<file path="src/rtl/pt_walker_pkg.sv">
package pt_walker_pkg;
    localparam int VA_W      = 49;
    localparam int PA_W      = 36;
    localparam int WORD_W    = 32;
    localparam int PPN_W     = 24;
    localparam int KIND_W    = 8;
    localparam int CTAG_W    = 18;
    localparam int LVL_W     = 3;
    localparam int OFF_W     = 13;
    localparam int BIGPTR_W  = WORD_W - 4;

    localparam logic [LVL_W-1:0] LVL_DUAL = 3'd3;
    localparam logic [LVL_W-1:0] LVL_LEAF = 3'd4;
    localparam logic [1:0]       APER_VID = 2'd2;

    localparam logic [1:0] FLT_NONE     = 2'd0;
    localparam logic [1:0] FLT_DIR      = 2'd1;
    localparam logic [1:0] FLT_UNMAPPED = 2'd2;
    localparam logic [1:0] FLT_SPARSE   = 2'd3;

    typedef enum logic [1:0] {
        ST_IDLE  = 2'd0,
        ST_ISSUE = 2'd1,
        ST_WAIT  = 2'd2,
        ST_RESP  = 2'd3
    } walk_state_e;

    typedef struct packed {
        walk_state_e       state;
        logic [LVL_W-1:0]  lvl;
        logic              wsel;
        logic [VA_W-1:0]   va;
        logic              big;
        logic [PA_W-1:0]   base;
        logic              leaf_valid;
        logic              leaf_ro;
        logic [PPN_W-1:0]  leaf_ppn;
        logic [PA_W-1:0]   pa;
        logic [KIND_W-1:0] kind;
        logic              ro;
        logic              vol;
        logic [CTAG_W-1:0] ctag;
        logic [1:0]        fault;
    } walk_regs_t;
endpackage

</file>
<file path="src/rtl/pt_entry_addr.sv">
module pt_entry_addr
    import pt_walker_pkg::*;
(
    input  logic [PA_W-1:0]  base,
    input  logic [VA_W-1:0]  va,
    input  logic [LVL_W-1:0] lvl,
    input  logic             big,
    input  logic             wsel,
    output logic [PA_W-1:0]  addr
);
    logic [OFF_W-1:0] off;

    always_comb begin
        case (lvl)
            3'd0:    off = OFF_W'({va[48:47], 3'b000});
            3'd1:    off = OFF_W'({va[46:38], 3'b000});
            3'd2:    off = OFF_W'({va[37:29], 3'b000});
            3'd3:    off = OFF_W'({va[28:21], 4'b0000}) + (big ? OFF_W'(0) : OFF_W'(8));
            default: off = (big ? OFF_W'({va[20:16], 3'b000}) : OFF_W'({va[20:12], 3'b000}))
                           + (wsel ? OFF_W'(4) : OFF_W'(0));
        endcase
        addr = base + PA_W'(off);
    end
endmodule

</file>
<file path="src/rtl/pt_dir_decode.sv">
module pt_dir_decode
    import pt_walker_pkg::*;
(
    input  logic [1:0]          aper,
    input  logic [BIGPTR_W-1:0] ptr,
    input  logic                dual_big,
    output logic                ok,
    output logic [PA_W-1:0]     next_base
);
    always_comb begin
        ok = (aper == APER_VID);
        if (dual_big)
            next_base = {ptr, 8'h00};
        else
            next_base = {ptr[BIGPTR_W-1:4], 12'h000};
    end
endmodule

</file>
<file path="src/rtl/pt_leaf_decode.sv">
module pt_leaf_decode
    import pt_walker_pkg::*;
(
    input  logic              valid,
    input  logic              ro_bit,
    input  logic [PPN_W-1:0]  ppn,
    input  logic              vol_bit,
    input  logic [CTAG_W-1:0] ctag_f,
    input  logic [KIND_W-1:0] kind_f,
    input  logic [15:0]       va_lo,
    input  logic              big,
    output logic [PA_W-1:0]   pa,
    output logic [KIND_W-1:0] kind,
    output logic              ro,
    output logic              vol,
    output logic [CTAG_W-1:0] ctag,
    output logic [1:0]        fault
);
    always_comb begin
        pa    = '0;
        kind  = '0;
        ro    = 1'b0;
        ctag  = '0;
        vol   = vol_bit;
        fault = vol_bit ? FLT_SPARSE : FLT_UNMAPPED;
        if (valid) begin
            pa    = big ? {ppn[PPN_W-1:4], va_lo} : {ppn, va_lo[11:0]};
            kind  = kind_f;
            ro    = ro_bit;
            ctag  = ctag_f;
            fault = FLT_NONE;
        end
    end
endmodule

</file>
<file path="src/rtl/pt_walker.sv">
module pt_walker
    import pt_walker_pkg::*;
(
    input  logic              clk,
    input  logic              rst_n,
    input  logic [PA_W-1:0]   dir_base,
    input  logic              req_valid,
    output logic              req_ready,
    input  logic [VA_W-1:0]   req_va,
    input  logic              req_big,
    output logic              rsp_valid,
    input  logic              rsp_ready,
    output logic [PA_W-1:0]   rsp_pa,
    output logic [KIND_W-1:0] rsp_kind,
    output logic              rsp_ro,
    output logic              rsp_vol,
    output logic [CTAG_W-1:0] rsp_ctag,
    output logic [1:0]        rsp_fault,
    output logic [LVL_W-1:0]  rsp_level,
    output logic              mem_req,
    output logic [PA_W-1:0]   mem_addr,
    input  logic [WORD_W-1:0] mem_rdata,
    input  logic              mem_rvalid
);
    walk_regs_t q, d;

    logic              dir_ok;
    logic [PA_W-1:0]   dir_next;
    logic [PA_W-1:0]   lf_pa;
    logic [KIND_W-1:0] lf_kind;
    logic              lf_ro;
    logic              lf_vol;
    logic [CTAG_W-1:0] lf_ctag;
    logic [1:0]        lf_fault;

    pt_entry_addr u_addr (
        .base (q.base),
        .va   (q.va),
        .lvl  (q.lvl),
        .big  (q.big),
        .wsel (q.wsel),
        .addr (mem_addr)
    );

    pt_dir_decode u_dir (
        .aper      (mem_rdata[2:1]),
        .ptr       (mem_rdata[WORD_W-1:4]),
        .dual_big  ((q.lvl == LVL_DUAL) && q.big),
        .ok        (dir_ok),
        .next_base (dir_next)
    );

    pt_leaf_decode u_leaf (
        .valid   (q.leaf_valid),
        .ro_bit  (q.leaf_ro),
        .ppn     (q.leaf_ppn),
        .vol_bit (mem_rdata[3]),
        .ctag_f  (mem_rdata[21:4]),
        .kind_f  (mem_rdata[31:24]),
        .va_lo   (q.va[15:0]),
        .big     (q.big),
        .pa      (lf_pa),
        .kind    (lf_kind),
        .ro      (lf_ro),
        .vol     (lf_vol),
        .ctag    (lf_ctag),
        .fault   (lf_fault)
    );

    always_comb begin
        d         = q;
        req_ready = (q.state == ST_IDLE);
        mem_req   = (q.state == ST_ISSUE);
        rsp_valid = (q.state == ST_RESP);
        case (q.state)
            ST_IDLE: begin
                if (req_valid) begin
                    d.state = ST_ISSUE;
                    d.va    = req_va;
                    d.big   = req_big;
                    d.base  = dir_base;
                    d.lvl   = '0;
                    d.wsel  = 1'b0;
                    d.pa    = '0;
                    d.kind  = '0;
                    d.ro    = 1'b0;
                    d.vol   = 1'b0;
                    d.ctag  = '0;
                    d.fault = FLT_NONE;
                end
            end
            ST_ISSUE: d.state = ST_WAIT;
            ST_WAIT: begin
                if (mem_rvalid) begin
                    if (q.lvl < LVL_LEAF) begin
                        if (dir_ok) begin
                            d.base  = dir_next;
                            d.lvl   = q.lvl + 3'd1;
                            d.state = ST_ISSUE;
                        end else begin
                            d.fault = FLT_DIR;
                            d.state = ST_RESP;
                        end
                    end else if (!q.wsel) begin
                        d.leaf_valid = mem_rdata[0];
                        d.leaf_ro    = mem_rdata[6];
                        d.leaf_ppn   = mem_rdata[31:8];
                        d.wsel       = 1'b1;
                        d.state      = ST_ISSUE;
                    end else begin
                        d.pa    = lf_pa;
                        d.kind  = lf_kind;
                        d.ro    = lf_ro;
                        d.vol   = lf_vol;
                        d.ctag  = lf_ctag;
                        d.fault = lf_fault;
                        d.state = ST_RESP;
                    end
                end
            end
            ST_RESP: if (rsp_ready) d.state = ST_IDLE;
            default: d.state = ST_IDLE;
        endcase
    end

    always_ff @(posedge clk or negedge rst_n) begin
        if (!rst_n) q <= '0;
        else        q <= d;
    end

    assign rsp_pa    = q.pa;
    assign rsp_kind  = q.kind;
    assign rsp_ro    = q.ro;
    assign rsp_vol   = q.vol;
    assign rsp_ctag  = q.ctag;
    assign rsp_fault = q.fault;
    assign rsp_level = q.lvl;

    AST_ACCEPT_BLOCKS: assert property (@(posedge clk) disable iff (!rst_n)
        (req_valid && req_ready) |=> !req_ready);
    AST_RSP_HOLD: assert property (@(posedge clk) disable iff (!rst_n)
        (rsp_valid && !rsp_ready) |=> (rsp_valid && $stable(rsp_pa) && $stable(rsp_fault) && $stable(rsp_kind)));
    AST_DIR_FAULT_LEVEL: assert property (@(posedge clk) disable iff (!rst_n)
        (rsp_valid && rsp_fault == FLT_DIR) |-> (rsp_level < LVL_LEAF));
    AST_LEAF_LEVEL: assert property (@(posedge clk) disable iff (!rst_n)
        (rsp_valid && rsp_fault != FLT_DIR) |-> (rsp_level == LVL_LEAF));
    AST_FAULT_ZERO_PA: assert property (@(posedge clk) disable iff (!rst_n)
        (rsp_valid && rsp_fault != FLT_NONE) |-> (rsp_pa == '0 && rsp_kind == '0));
    AST_SINGLE_READ: assert property (@(posedge clk) disable iff (!rst_n)
        mem_req |=> !mem_req);
    AST_NO_READ_IN_RSP: assert property (@(posedge clk) disable iff (!rst_n)
        rsp_valid |-> !mem_req);
endmodule

</file>
<file path="config.mk">
export PLATFORM = sky130hd
export DESIGN_NAME = pt_walker
export DESIGN_NICKNAME = d
export VERILOG_FILES = /design/src/rtl/pt_walker_pkg.sv /design/src/rtl/pt_entry_addr.sv /design/src/rtl/pt_dir_decode.sv /design/src/rtl/pt_leaf_decode.sv /design/src/rtl/pt_walker.sv
export SDC_FILE = /design/constraint.sdc
export NUM_CORES = 1
export LEC_CHECK = 0
export BUFFER_PORTS_ARGS = -buffer_cell sky130_fd_sc_hd__buf_2
export CORE_ASPECT_RATIO = 1.2
export CORE_MARGIN = 2
export CORE_UTILIZATION = 54
export DETAILED_ROUTE_END_ITERATION = 12
export PLACE_DENSITY = 0.8
export SLEW_MARGIN = 5
export SYNTH_ARGS = -nofsm -noshare
export SYNTH_HDL_FRONTEND = slang
export SYNTH_SLANG_ARGS = --single-unit
</file>
<file path="constraint.sdc">
create_clock -name clk -period 3.5 [get_ports clk]
set_input_delay 0.35 -clock clk [delete_from_list [all_inputs] [get_ports clk]]
set_output_delay 0.35 -clock clk [all_outputs]
set_load 0.03 [all_outputs]
</file>
* Word level (Yosys, flattened, before mapping)
Cells that the tools add are included.
Word-level totals: bits in registers 184, input bits 123, output and inout bits 108, logic and storage cells 83
Operators by class: add/subtract/negate cells 4, order comparisons 1, equal/unequal tests 16, multiplexer cells 34, bitwise gates (word level) 2, reduce and logical (&&, ||, !) cells 11
Operator list (number):
- 66-bit 2-to-1 mux | 2
- 66-bit case mux with 2 select lines | 1
- 128-bit 2-to-1 mux | 1
- 36-bit 2-to-1 mux | 3
- 92-bit 2-to-1 mux | 1
- 90-bit 2-to-1 mux | 1
- 36-bit case mux with 2 select lines | 1
- 13-bit case mux with 4 select lines | 1
- 36-bit by 13-bit adder with 36-bit output | 1
- 26-bit 2-to-1 mux | 1
- 12-bit 2-to-1 mux | 2
- 18-bit 2-to-1 mux | 1
- 16-bit 2-to-1 mux | 1
- 5-bit AND reduction | 3
- 2-bit 2-to-1 mux | 7
- 12-bit by 13-bit adder with 13-bit output | 1
- 13-bit adder | 1
- 2-bit inequality test (second input constant) | 6
- 3-bit 2-to-1 mux | 3
- 8-bit 2-to-1 mux | 1
- 2-bit case mux with 4 select lines | 1
- 4-bit case mux with 2 select lines | 1
- 4-bit AND reduction | 2
- 2-bit == test (second input constant) | 3
- 17 further kinds | 22

* Longest topological paths before layout
Gate-level depths: netlist of the first run.
word-level depth 7, mapped depth 16, mapped depth without buffers 13

* Hierarchy
From an unflattened synthesis of the first run, not the netlist that was laid out.
Unflattened totals: cell total of the unflattened synthesis 1039, area total of the unflattened synthesis 10177.3 um^2
By module, submodules not included:
- pt_walker | instances 1, cells an instance 720, area an instance 7873.8 um^2, sequential area each 4604.4 um^2
- pt_entry_addr | instances 1, cells an instance 204, area an instance 1480.2 um^2, sequential area each 0.0 um^2
- pt_leaf_decode | instances 1, cells an instance 77, area an instance 548.0 um^2, sequential area each 0.0 um^2
- pt_dir_decode | instances 1, cells an instance 38, area an instance 275.3 um^2, sequential area each 0.0 um^2

* Worst setup path after synthesis of the first run
OpenSTA, ideal clock, no wires.
path kind register to output, start register q, in the netlist rsp_level[2], end output mem_addr[9], arrival time 3.692 ns, data required time 3.150 ns, slack -0.542 ns, cell stages (with the launch flop) 13, cell sequence dfrtp_1 buf_2 inv_1 ha_1 clkbuf_1 a22o_1 a211oi_1 a21oi_1 ha_1 and2_1 a221o_1 o21a_1 o311ai_0
On the way: cells in the longest elaborated chain, start to end 3, elaborated cells between the ends (all ways) 6, classes of those cells add/sub (1); eq/ne (3); mux (1); reduce/logical (1)
Ends and longest elaborated chain:
- from (decl) | RTL line pt_walker.sv:25 | walk_regs_t q, d;
- from (signal assigned) | RTL line pt_walker.sv:127 | if (!rst_n) q <= '0;
- from (signal assigned) | RTL line pt_walker.sv:128 | else q <= d;
- 3-bit by 2-bit == test with 1-bit output, or another cell as far along | RTL line pt_entry_addr.sv:14 | case (lvl)
- 13-bit case mux with 4 select lines (*) | RTL line pt_entry_addr.sv:14
- 36-bit by 13-bit adder with 36-bit output (*) | RTL line pt_entry_addr.sv:22 | addr = base + PA_W'(off);
- to (decl) | RTL line pt_walker.sv:21 | output logic [PA_W-1:0] mem_addr,
Mark *: on every way between the ends. The rest lies on a longest branch, timed or not.

* Worst setup path after layout of the first run
start register q, in the netlist rsp_level[0], end output mem_addr[31]
Same word-level chain as after synthesis.

==> out/metrics.csv, run 1 <==
stage;metric;value;unit
outcome;status;complete, but fails checks;
outcome;failing checks;hold timing, setup timing;
place;DP HPWL;16.57;mm
finish;share of cells above drive strength 1;44.95;%
sta;min Tclk post-route;3830;ps
setup_path;Crit path required time;3150;ps
clocking;Clock Tree Root;clkbuf_16;
hold_path;Worst Hold Class;in2async;
synth;Async SR Flop Fraction;100.0;%
pwr;Sw Pwr;0.003848;W
sta;post-route setup slack;-330.0;ps
pwr;clock share of power;21.4;%
place;RD Place Congestion;0.9402;
setup_path;slowest CP cell;dfrtp_1;
die;initial core utilization;55.54;%
sta;Hold WS;-3.626;ps
clocking;CTS sink cnt;184;
sta;Peak Freq;261.1;MHz
finish;Util after Layout;67.94;%
synth;EDFF count, synth;0;
grt;vias in the first global route;6952;
die;die height;146.0;um
finish;multi-input combinational cell area;3925;um^2
sta;fin crit share;109.4;%
synth;Post-Syn Area;9072;um^2
route;wire per inst;20.39;um
pwr;pwr dens;836.0;nW/um^2
synth;Netlist cell types;54;
finish;most frequent cells in the layout;buf_2 (202), dfrtp_1 (184), mux2_2 (73);
setup_path;Top cell by count, worst path;and3_4;
grt;global-route wire length before repair;36.83;mm
finish;NumNets Final;1087;
pwr;Leakage Power;5.449;nW
setup_path;crit start category;flip-flop;
grt;Total GRT Usage;26.75;%
place;I/O Buffers;230;
route;First-pass DRT Iterations;5;
die;die width;122.3;um
clocking;CTS tree;yes;
finish;most common cell after layout, fill and taps aside;buf_2;
finish;Reg area;4604;um^2
finish;antenna cells;0;
setup_path;arrival time worst endpoint;3480;ps
clocking;H-Tree Depth;4;
sta;final hold vios;1;
grt;largest net degree at the start of global routing;92;
route;vias after detailed routing;6832;
finish;Area growth, synth to finish;22.33;%
die;Die ar.;17860;um^2
die;row count;51;
synth;FF+latch count, synth;184;
sta;final setup fails;29;
route;Iter 0 DRT Violations;633;
sta;setup total negative slack;-6741;ps
synth;Mapped Nets;923;
route;total wire length;23.92;mm
route;DR vias/cell;5.824;
die;total core area;16340;um^2
sta;fin. max-slew vios;0;
sta;Slew headroom;26.78;%
sta;RSZ-0062 raised after global routing;true;
pwr;Max VDD drop;0.0005920;V
sta;Worst Clk Skew;13.88;ps
clocking;TritonCTS buffer count;17;
setup_path;WS Path Type;reg2out;
clocking;Clock Path Buffers;2;
pwr;Int Power;0.005430;W
pwr;Switching Fraction;41.48;%
synth;Syn Area/Cell;11.57;um^2
setup_path;Critical Path Max Stage Delay;420;ps
route;drt drc;0;
job;Max Cap Viol;0;
sta;Worst Tran Pin Value;1098;ps
synth;Ys Warns;0;
pwr;Sequential Power Share;35.2;%
setup_path;crit-path cells;ha_2, ha_4, buf_6, a222oi_1, o21ai_1, ha_1, and3_4, and3_4, o21ai_4, buf_12, a311oi_2, xor2_1, buf_4;
pwr;Comb pwr share;43.4;%
clocking;CTS clk-pin slew, worst paths;70;ps
setup_path;Worst setup EP type;output pin;
grt;total grt overflow;0;
grt;initial antenna violation count;1;
setup_path;crit-path max FO;12;
synth;sequential cell area fraction in the yosys report;50.75;%
synth;Synth Instances;784;
clocking;Hold Buf Count CTS;0;
route;Antenna Nets Post-Route;0;
synth;Synth Flop Type;dfrtp_1;
clocking;clk_lat worst skew;440;ps
finish;Fillers;1248;
die;num ports;231;
place;pre-CTS setup slack;-28.68;ps
setup_path;R2R depth;6;
==> metrics by stage <==
| stage | total power [W] | cell area (um^2) | cells |
|---|---|---|---|
| floorplan | 0.005755 | 9163 | 784 |
| global placement | 0.006715 | 9961 | 1126 |
| detailed placement | 0.006817 | 9961 | 1126 |
| CTS | 0.009064 | 10910 | 1167 |
| global route | 0.009767 | 11100 | 1173 |
| finish | 0.009278 | 11100 | 1173 |
==> routing by layer <==
metal / share of wire (%) / up-vias / wire [um] / track usage, %
li1: - / 3088 / - / -
met1: 39 / 3347 / 9422 / 34.33
met2: 49 / 327 / 11730 / 43.53
met3: 7.0 / 70 / 1684 / 5.408
met4: 4.5 / 0 / 1088 / 12.07
met5: 0 / - / 0 / 0
==> cells in the mapped netlist, types with 2 or more instances <==
library cell	number	area (um^2)
a211oi_1	6	45.04
a211oi_2	3	37.54
a21o_1	3	22.52
a21oi_1	24	120.1
a221o_1	2	20.02
a221oi_1	3	26.28
a222oi_1	4	40.04
a22o_1	66	578.1
a22oi_1	28	210.2
a311oi_1	5	43.79
a31oi_1	8	50.05
and2_1	5	31.28
and3_1	6	37.54
and4_1	2	17.52
buf_2	20	100.1
buf_4	75	563.0
buf_6	10	112.6
clkbuf_1	13	48.80
dfrtp_1	184	4604
ha_1	15	187.7
inv_1	18	67.56
mux2_1	7	78.83
mux2_2	73	822.0
mux2i_1	5	50.05
nand2_1	63	236.5
nand2b_1	2	12.51
nand3_1	10	50.05
nand4_1	4	25.02
nand4_2	2	25.02
nor2_1	10	37.54
nor2_4	3	33.78
nor2b_1	4	25.02
nor3_1	4	20.02
o21a_1	3	22.52
o21ai_0	43	215.2
o21ai_1	3	15.01
o21ai_2	2	17.52
o31ai_1	4	30.03
xnor2_1	7	61.31
xor2_1	21	183.9
==> final timing paths <==
kind,start,end,slack (ps)
max in group asynchronous,rst_n,q[67],2620
setup reg to reg,q[182],rsp_ctag[15],840
setup / recovery,rsp_level[0],mem_addr[31],-330
min in group clk,rsp_ready,q[183],140
hold reg to reg,rsp_vol,rsp_vol,480
hold / removal,rst_n,q[110],-4
==> critical path: cells and delay by family (launching register included) <==
family                     cells  cell delay [ps]
adders and majority gates      3              750
xor gates and xnor gates       1              200
DFF                            1              420
and+or+nand+nor                2              410
AOI/OAI and AO/OA              4              810
buffers and inverters          3              460
==> state kept, by name (all words and copies together) (netlist names) <==
register   cells
q            115
rsp_fault      2
rsp_level      3
rsp_pa        36
rsp_ctag      18
rsp_ro         1
rsp_kind       8
rsp_vol        1
==> cell type report <==
cell class                 instances  share of cell area (%)
clock buffer                      17                   3.833
clock inverter                    15                   1.838
inverter                          18                  0.6088
multi-input combinational        463                   35.37
sequential                       184                   41.49
tap                              212                   2.390
timing repair buffer             264                   14.48
==> power groups by stage <==
stage / Combinational [W] / Clock (W) / Sequential [W]
6_report: 0.00402 / 0.00199 / 0.00327
5_1_grt: 0.00433 / 0.00211 / 0.00333
4_1_cts: 0.00380 / 0.00202 / 0.00324
3_5_place_dp: 0.00354 / 0 / 0.00328
2_1_floorplan: 0.00267 / 0 / 0.00308
3_3_place_gp: 0.00346 / 0 / 0.00325
==> kinds of logic (layout without fill, tap and decap cells) <==
| kind of cell | Yosys count | in the layout | share of synthesized area [%] |
|---|---|---|---|
| multiplexers | 85 | 85 | 10.48 |
| adder cells (fa/ha/maj) | 16 | 16 | 2.289 |
| AO/OA/AOI/OAI | 214 | 214 | 17.27 |
| AND/OR/NAND/NOR | 120 | 120 | 6.634 |
| XOR/XNOR | 28 | 28 | 2.703 |
| buffers and inverters | 137 | 314 | 9.875 |
| flip-flops | 184 | 184 | 50.75 |
==> what timing repair did <==
action,in CTS,in global routing
hold endpoints to repair,0,0
gates resized for setup,67,39
endpoints found under the setup margin,29,29
pin swaps,9,10
cloned,1,2
setup buffers,8,4
Note: power is estimated with default switching activity, not from simulation.
==> inputs of run 2 (changes only) <==
--- a/config.mk
+++ b/config.mk
@@ -6,11 +6,13 @@
 export NUM_CORES = 1
 export LEC_CHECK = 0
 export BUFFER_PORTS_ARGS = -buffer_cell sky130_fd_sc_hd__buf_2
+export CELL_PAD_IN_SITES_DETAIL_PLACEMENT = 1
+export CELL_PAD_IN_SITES_GLOBAL_PLACEMENT = 2
 export CORE_ASPECT_RATIO = 1.2
 export CORE_MARGIN = 2
-export CORE_UTILIZATION = 54
+export CORE_UTILIZATION = 34
 export DETAILED_ROUTE_END_ITERATION = 12
-export PLACE_DENSITY = 0.8
+export PLACE_DENSITY = 0.79
 export SLEW_MARGIN = 5
 export SYNTH_ARGS = -nofsm -noshare
 export SYNTH_HDL_FRONTEND = slang
==> out/metrics.csv, run 2 (synthesized netlist as in run 1, its figures left out) <==
stage;metric;value;unit
clocking;CTS tree;yes;
grt;global-route wire length before repair;42.92;mm
setup_path;Worst setup EP type;output pin;
clocking;TritonCTS buffer count;17;
clocking;H-Tree Depth;4;
grt;initial antenna violation count;5;
die;die width;153.1;um
sta;post-route setup slack;-444.0;ps
finish;most frequent cells in the layout;buf_2 (199), dfrtp_1 (184), mux2_2 (73);
clocking;Clock Path Buffers;2;
place;RD Place Congestion;0.8360;
finish;Area growth, synth to finish;28.09;%
sta;final setup fails;29;
clocking;CTS clk-pin slew, worst paths;70;ps
finish;NumNets Final;1110;
sta;Worst Clk Skew;11.26;ps
grt;largest net degree at the start of global routing;92;
route;Iter 0 DRT Violations;276;
finish;most common cell after layout, fill and taps aside;buf_2;
pwr;pwr dens;825.8;nW/um^2
grt;vias in the first global route;7342;
setup_path;arrival time worst endpoint;3590;ps
sta;fin crit share;112.7;%
place;pre-CTS setup slack;-188.5;ps
grt;total grt overflow;0;
outcome;status;complete, but fails checks;
route;DR vias/cell;5.188;
setup_path;crit-path max FO;7;
sta;Hold WS;-7.927;ps
sta;fin. max-slew vios;0;
place;DP HPWL;19.62;mm
route;vias after detailed routing;6853;
finish;max reg flops;115;
pwr;Max VDD drop;0.0004124;V
setup_path;CP Launch Point;rsp_level[1];
sta;RSZ-0062 raised after global routing;true;
route;First-pass DRT Iterations;5;
clocking;clk_lat worst skew;450;ps
pwr;Leakage Power;5.670;nW
die;Die ar.;28010;um^2
route;drt drc;0;
grt;Global Route met1 Usage;25.11;%
finish;largest reg by FF count;q;
route;wire per inst;21.01;um
grt;Most Crowded Layer GR;met2;
route;total wire length;27.76;mm
place;I/O Buffers;230;
job;Max Cap Viol;0;
sta;Worst Tran Pin Value;1018;ps
route;Antenna Nets Post-Route;0;
finish;share of cells above drive strength 1;47.97;%
setup_path;Reg2Reg Capture Point;q[89];
finish;Util after Layout;44.24;%
grt;M3 GR Usage;4.939;%
die;initial core utilization;34.54;%
setup_path;crit start category;flip-flop;
setup_path;R2R setup slack;880;ps
sta;Slew headroom;32.13;%
sta;final hold vios;4;
die;total core area;26270;um^2
clocking;CTS sink cnt;184;
die;row count;65;
sta;Peak Freq;253.5;MHz
outcome;failing checks;hold timing, setup timing;
clocking;Clock Tree Root;clkbuf_16;
setup_path;Critical Path End;mem_addr[29];
place;placed cells;1259;
sta;min Tclk post-route;3944;ps
hold_path;Worst Hold Class;in2async;
grt;Total GRT Usage;19.94;%
setup_path;reg2reg start;q[182];
setup_path;R2R depth;5;
finish;final std cells w/o fill;1321;
die;num ports;231;
setup_path;Crit path required time;3150;ps
grt;M2 GR Usage;34.00;%
die;die height;182.9;um
setup_path;WS Path Type;reg2out;
## run 2: cell count changes in the layout (fill, tap and decap cells not counted), moves of 4 or more
cell | before | now
a311oi_2 | 5 | 0
a311oi_4 | 0 | 5
a31oi_1 | 7 | 3
buf_4 | 44 | 56
buf_6 | 11 | 23
clkinvlp_4 | 0 | 4
inv_12 | 4 | 0
## run 2: where the power goes
group | switching (W) | internal (W)
sequential | 0.000499 | 0.00273
combinational | 0.00251 | 0.00196
clock | 0.000949 | 0.000950
total | 0.00396 | 0.00563
## run 2: worst max-delay path: stages (launching register included)
cell      delay [ps]
dfrtp_1          420
ha_2             200
ha_4             180
buf_6            130
a222oi_1         310
o21ai_1          170
ha_1             360
buf_6            120
nand2_2           60
o21ai_4          180
nand2_4          110
buf_12           160
a311oi_4         340
xor2_1           210
buf_4            190
## run 2: how the worst min path moves through the flow
stage               slack, ps      end  startpoint
floorplan                  50   q[100]       rst_n
global placement          460    q[92]       q[92]
detailed placement        460  rsp_vol     rsp_vol
CTS                        20   q[103]       rst_n
global route               50   q[103]       rst_n
finish                     -8   q[103]       rst_n
## run 2: through the flow
stage / total power, W / setup TNS [ps] / hold slack [ps] / cell area, um^2
after floorplan: 0.005755 / 0 / 54.41 / 9163
after global placement: 0.006885 / -43.88 / 458.6 / 10190
after detailed placement: 0.007003 / -1896 / 462.9 / 10190
after global routing: 0.01018 / -14450 / 48.07 / 11620
final: 0.009597 / -9601 / -7.927 / 11620
after CTS: 0.009412 / -9079 / 18.03 / 11350
## run 2: layout make-up
| cell class | instances | area [um^2] |
|---|---|---|
| fillers | 2852 | 14650 |
| multi-input cells | 463 | 4094 |
| clock inverters | 15 | 161.4 |
| inverters | 18 | 67.56 |
| diodes | 2 | 5.005 |
| flip-flops and latches | 184 | 4604 |
| repair buffers | 287 | 1844 |
| clock buffers | 17 | 425.4 |
| well taps | 335 | 419.2 |
## run 2: metal layers
layer  up-vias  wire, um  share of wire [%]
li1       3138         -                  -
met1      3480     11540                 42
met2       199     14260                 51
met3        30      1518                5.5
met4         6       389                1.4
met5         -        48               0.17
## run 2: timing repair
item	4_1_cts	5_1_grt
cloned	1	1
hold buffers	0	0
setup endpoints to repair	31	30
gates resized for setup	101	47
pin swaps	25	33
buffers inserted	22	6
==> inputs of run 3 (changes only) <==
--- a/config.mk
+++ b/config.mk
@@ -9,10 +9,10 @@
 export CELL_PAD_IN_SITES_DETAIL_PLACEMENT = 1
 export CELL_PAD_IN_SITES_GLOBAL_PLACEMENT = 2
 export CORE_ASPECT_RATIO = 1.2
-export CORE_MARGIN = 2
-export CORE_UTILIZATION = 34
+export CORE_UTILIZATION = 35
+export CTS_BUF_LIST = sky130_fd_sc_hd__clkbuf_8
 export DETAILED_ROUTE_END_ITERATION = 12
-export PLACE_DENSITY = 0.79
+export PLACE_DENSITY = 0.81
 export SLEW_MARGIN = 5
 export SYNTH_ARGS = -nofsm -noshare
 export SYNTH_HDL_FRONTEND = slang
==> out/metrics.csv, run 3 (synthesized netlist as in run 1, its figures left out) <==
stage;metric;value;unit
setup_path;arrival time worst endpoint;3590;ps
sta;min Tclk post-route;3943;ps
setup_path;R2R setup slack;890;ps
place;DP HPWL;19.45;mm
sta;final hold vios;0;
grt;global-route wire length before repair;41.09;mm
clocking;clk_lat worst skew;480;ps
clocking;TritonCTS buffer count;17;
die;initial core utilization;35.63;%
hold_path;worst hold path cell count;2;
job;Max Cap Viol;0;
route;vias after detailed routing;6723;
route;DR vias/cell;5.148;
pwr;pwr dens;812.1;nW/um^2
route;drt drc;0;
setup_path;crit start category;flip-flop;
clocking;CTS tree;yes;
setup_path;R2R depth;7;
finish;largest reg by FF count;q;
die;num ports;231;
die;total core area;25460;um^2
hold_path;Hold Path Origin;rsp_ready;
outcome;failing checks;setup timing;
sta;Worst Tran Pin Value;825.6;ps
grt;vias in the first global route;7102;
finish;max reg flops;115;
finish;Area growth, synth to finish;23.54;%
hold_path;Hold Path End;q[183];
sta;RSZ-0062 raised after global routing;true;
setup_path;crit-path max FO;6;
die;die height;178.4;um
place;I/O Buffers;230;
route;total wire length;27.03;mm
sta;Slew headroom;44.96;%
finish;multi-input combinational cell area;3961;um^2
route;Iter 0 DRT Violations;255;
grt;Total GRT Usage;20.61;%
die;die width;149.0;um
grt;total grt overflow;0;
setup_path;crit-path cells;ha_4, ha_4, buf_6, a222oi_1, o21ai_1, ha_1, and3_4, and3_4, o21ai_4, buf_4, a311oi_4, xor2_2, buf_6;
outcome;status;complete, but fails checks;
sta;post-route setup slack;-443.3;ps
route;Antenna Nets Post-Route;0;
sta;fin. max-slew vios;0;
setup_path;Worst setup EP type;output pin;
setup_path;Reg2Reg Capture Point;rsp_level[0];
finish;Reg area;4607;um^2
grt;largest net degree at the start of global routing;81;
grt;initial antenna violation count;2;
sta;fin crit share;112.7;%
clocking;H-Tree Depth;4;
setup_path;Crit path required time;3150;ps
finish;share of cells above drive strength 1;45.89;%
clocking;CTS clk-pin slew, worst paths;120;ps
setup_path;slowest CP cell;dfrtp_2;
clocking;Clock Tree Root;clkbuf_8;
sta;Peak Freq;253.6;MHz
die;Die ar.;26570;um^2
route;First-pass DRT Iterations;4;
route;wire per inst;20.69;um
finish;most frequent cells in the layout;buf_2 (200), dfrtp_1 (182), mux2_2 (73);
sta;final setup fails;29;
finish;most common cell after layout, fill and taps aside;buf_2;
setup_path;reg2reg start;q[183];
place;pre-CTS setup slack;-82.09;ps
sta;setup total negative slack;-9866;ps
finish;Fillers;2809;
hold_path;Worst Hold Class;in2reg;
setup_path;Critical Path Max Stage Delay;470;ps
pwr;Leakage Power;5.462;nW
finish;NumNets Final;1100;
setup_path;WS Path Type;reg2out;
sta;Worst Clk Skew;22.79;ps
place;RD Place Congestion;0.8423;
die;row count;64;
clocking;Clock Path Buffers;2;
pwr;Max VDD drop;0.0005301;V
clocking;CTS sink cnt;184;
==> run 3: cell types whose count changed in the layout (fill, tap and decap cells not counted), sizes merged <==
cell / change
clkinvlp: -3
inv: +2
dlygate4sd3: +1
clkbuf: -1
bufinv: +1
buf: -10
==> run 3: metal layers <==
metal	vias up	routed length (um)	GRT usage [%]
met3	34	1150	3.734
met2	177	13750	35.66
met1	3404	11490	25.70
li1	3108	-	-
met4	0	643	7.015
met5	-	0	0
==> run 3: critical path: cells and delay by family (launching register included) <==
| kind | cells | cell delay, ps |
|---|---|---|
| compound gates | 4 | 860 |
| flops | 1 | 470 |
| buf+inv | 3 | 450 |
| fa+ha+maj | 3 | 720 |
| xor+xnor | 1 | 190 |
| simple gates | 2 | 410 |
==> run 3: cell type report <==
type,instances,area share (%)
flip-flops and latches,184,41.10
multi-input cells,463,35.34
diodes,2,0.04465
inverters,18,0.6251
repair buffers,277,15.16
clock inverters,15,1.954
well taps,330,3.684
clock buffers,17,2.088
==> run 3: metrics by stage <==
| step | hold slack (ps) | utilization (%) | area, um^2 | cells | total power, W |
|---|---|---|---|---|---|
| 3_5_place_dp | 395.5 | 40.01 | 10190 | 1258 | 0.007025 |
| 2_1_floorplan | 54.41 | - | 9163 | 784 | 0.005755 |
| 5_1_grt | 45.84 | 44.00 | 11200 | 1304 | 0.009618 |
| 3_3_place_gp | 390.5 | 40.01 | 10190 | 1258 | 0.006924 |
| 4_1_cts | 40.64 | 43.45 | 11060 | 1298 | 0.009055 |
| 6_report | 78.77 | 44.02 | 11210 | 1306 | 0.009102 |
==> run 3: what timing repair did <==
item	4_1_cts	5_1_grt
gates resized for setup	97	19
hold buffers	1	0
pin swaps	20	17
endpoints found under the hold margin	64	0
setup buffers	7	6
setup endpoints to repair	29	29
==> run 3: worst max-delay path by stage <==
stage / startpoint / endpoint / slack, ps / depth (start not counted)
2_1_floorplan: rsp_level[2] / mem_addr[14] / 10 / 16
3_3_place_gp: rsp_level[0] / mem_addr[35] / -7 / 13
3_5_place_dp: rsp_level[0] / mem_addr[35] / -80 / 13
4_1_cts: rsp_level[1] / mem_addr[35] / -350 / 13
5_1_grt: rsp_level[1] / mem_addr[33] / -570 / 13
6_report: rsp_level[1] / mem_addr[33] / -440 / 13
==> run 3: report_power, final <==
part | internal, W | switching (W) | leakage [nW] | total [W]
Combinational | 0.00181 | 0.00242 | 2.83 | 0.00423
Clock | 0.000635 | 0.000965 | 0.220 | 0.00160
Sequential | 0.00273 | 0.000544 | 2.41 | 0.00327
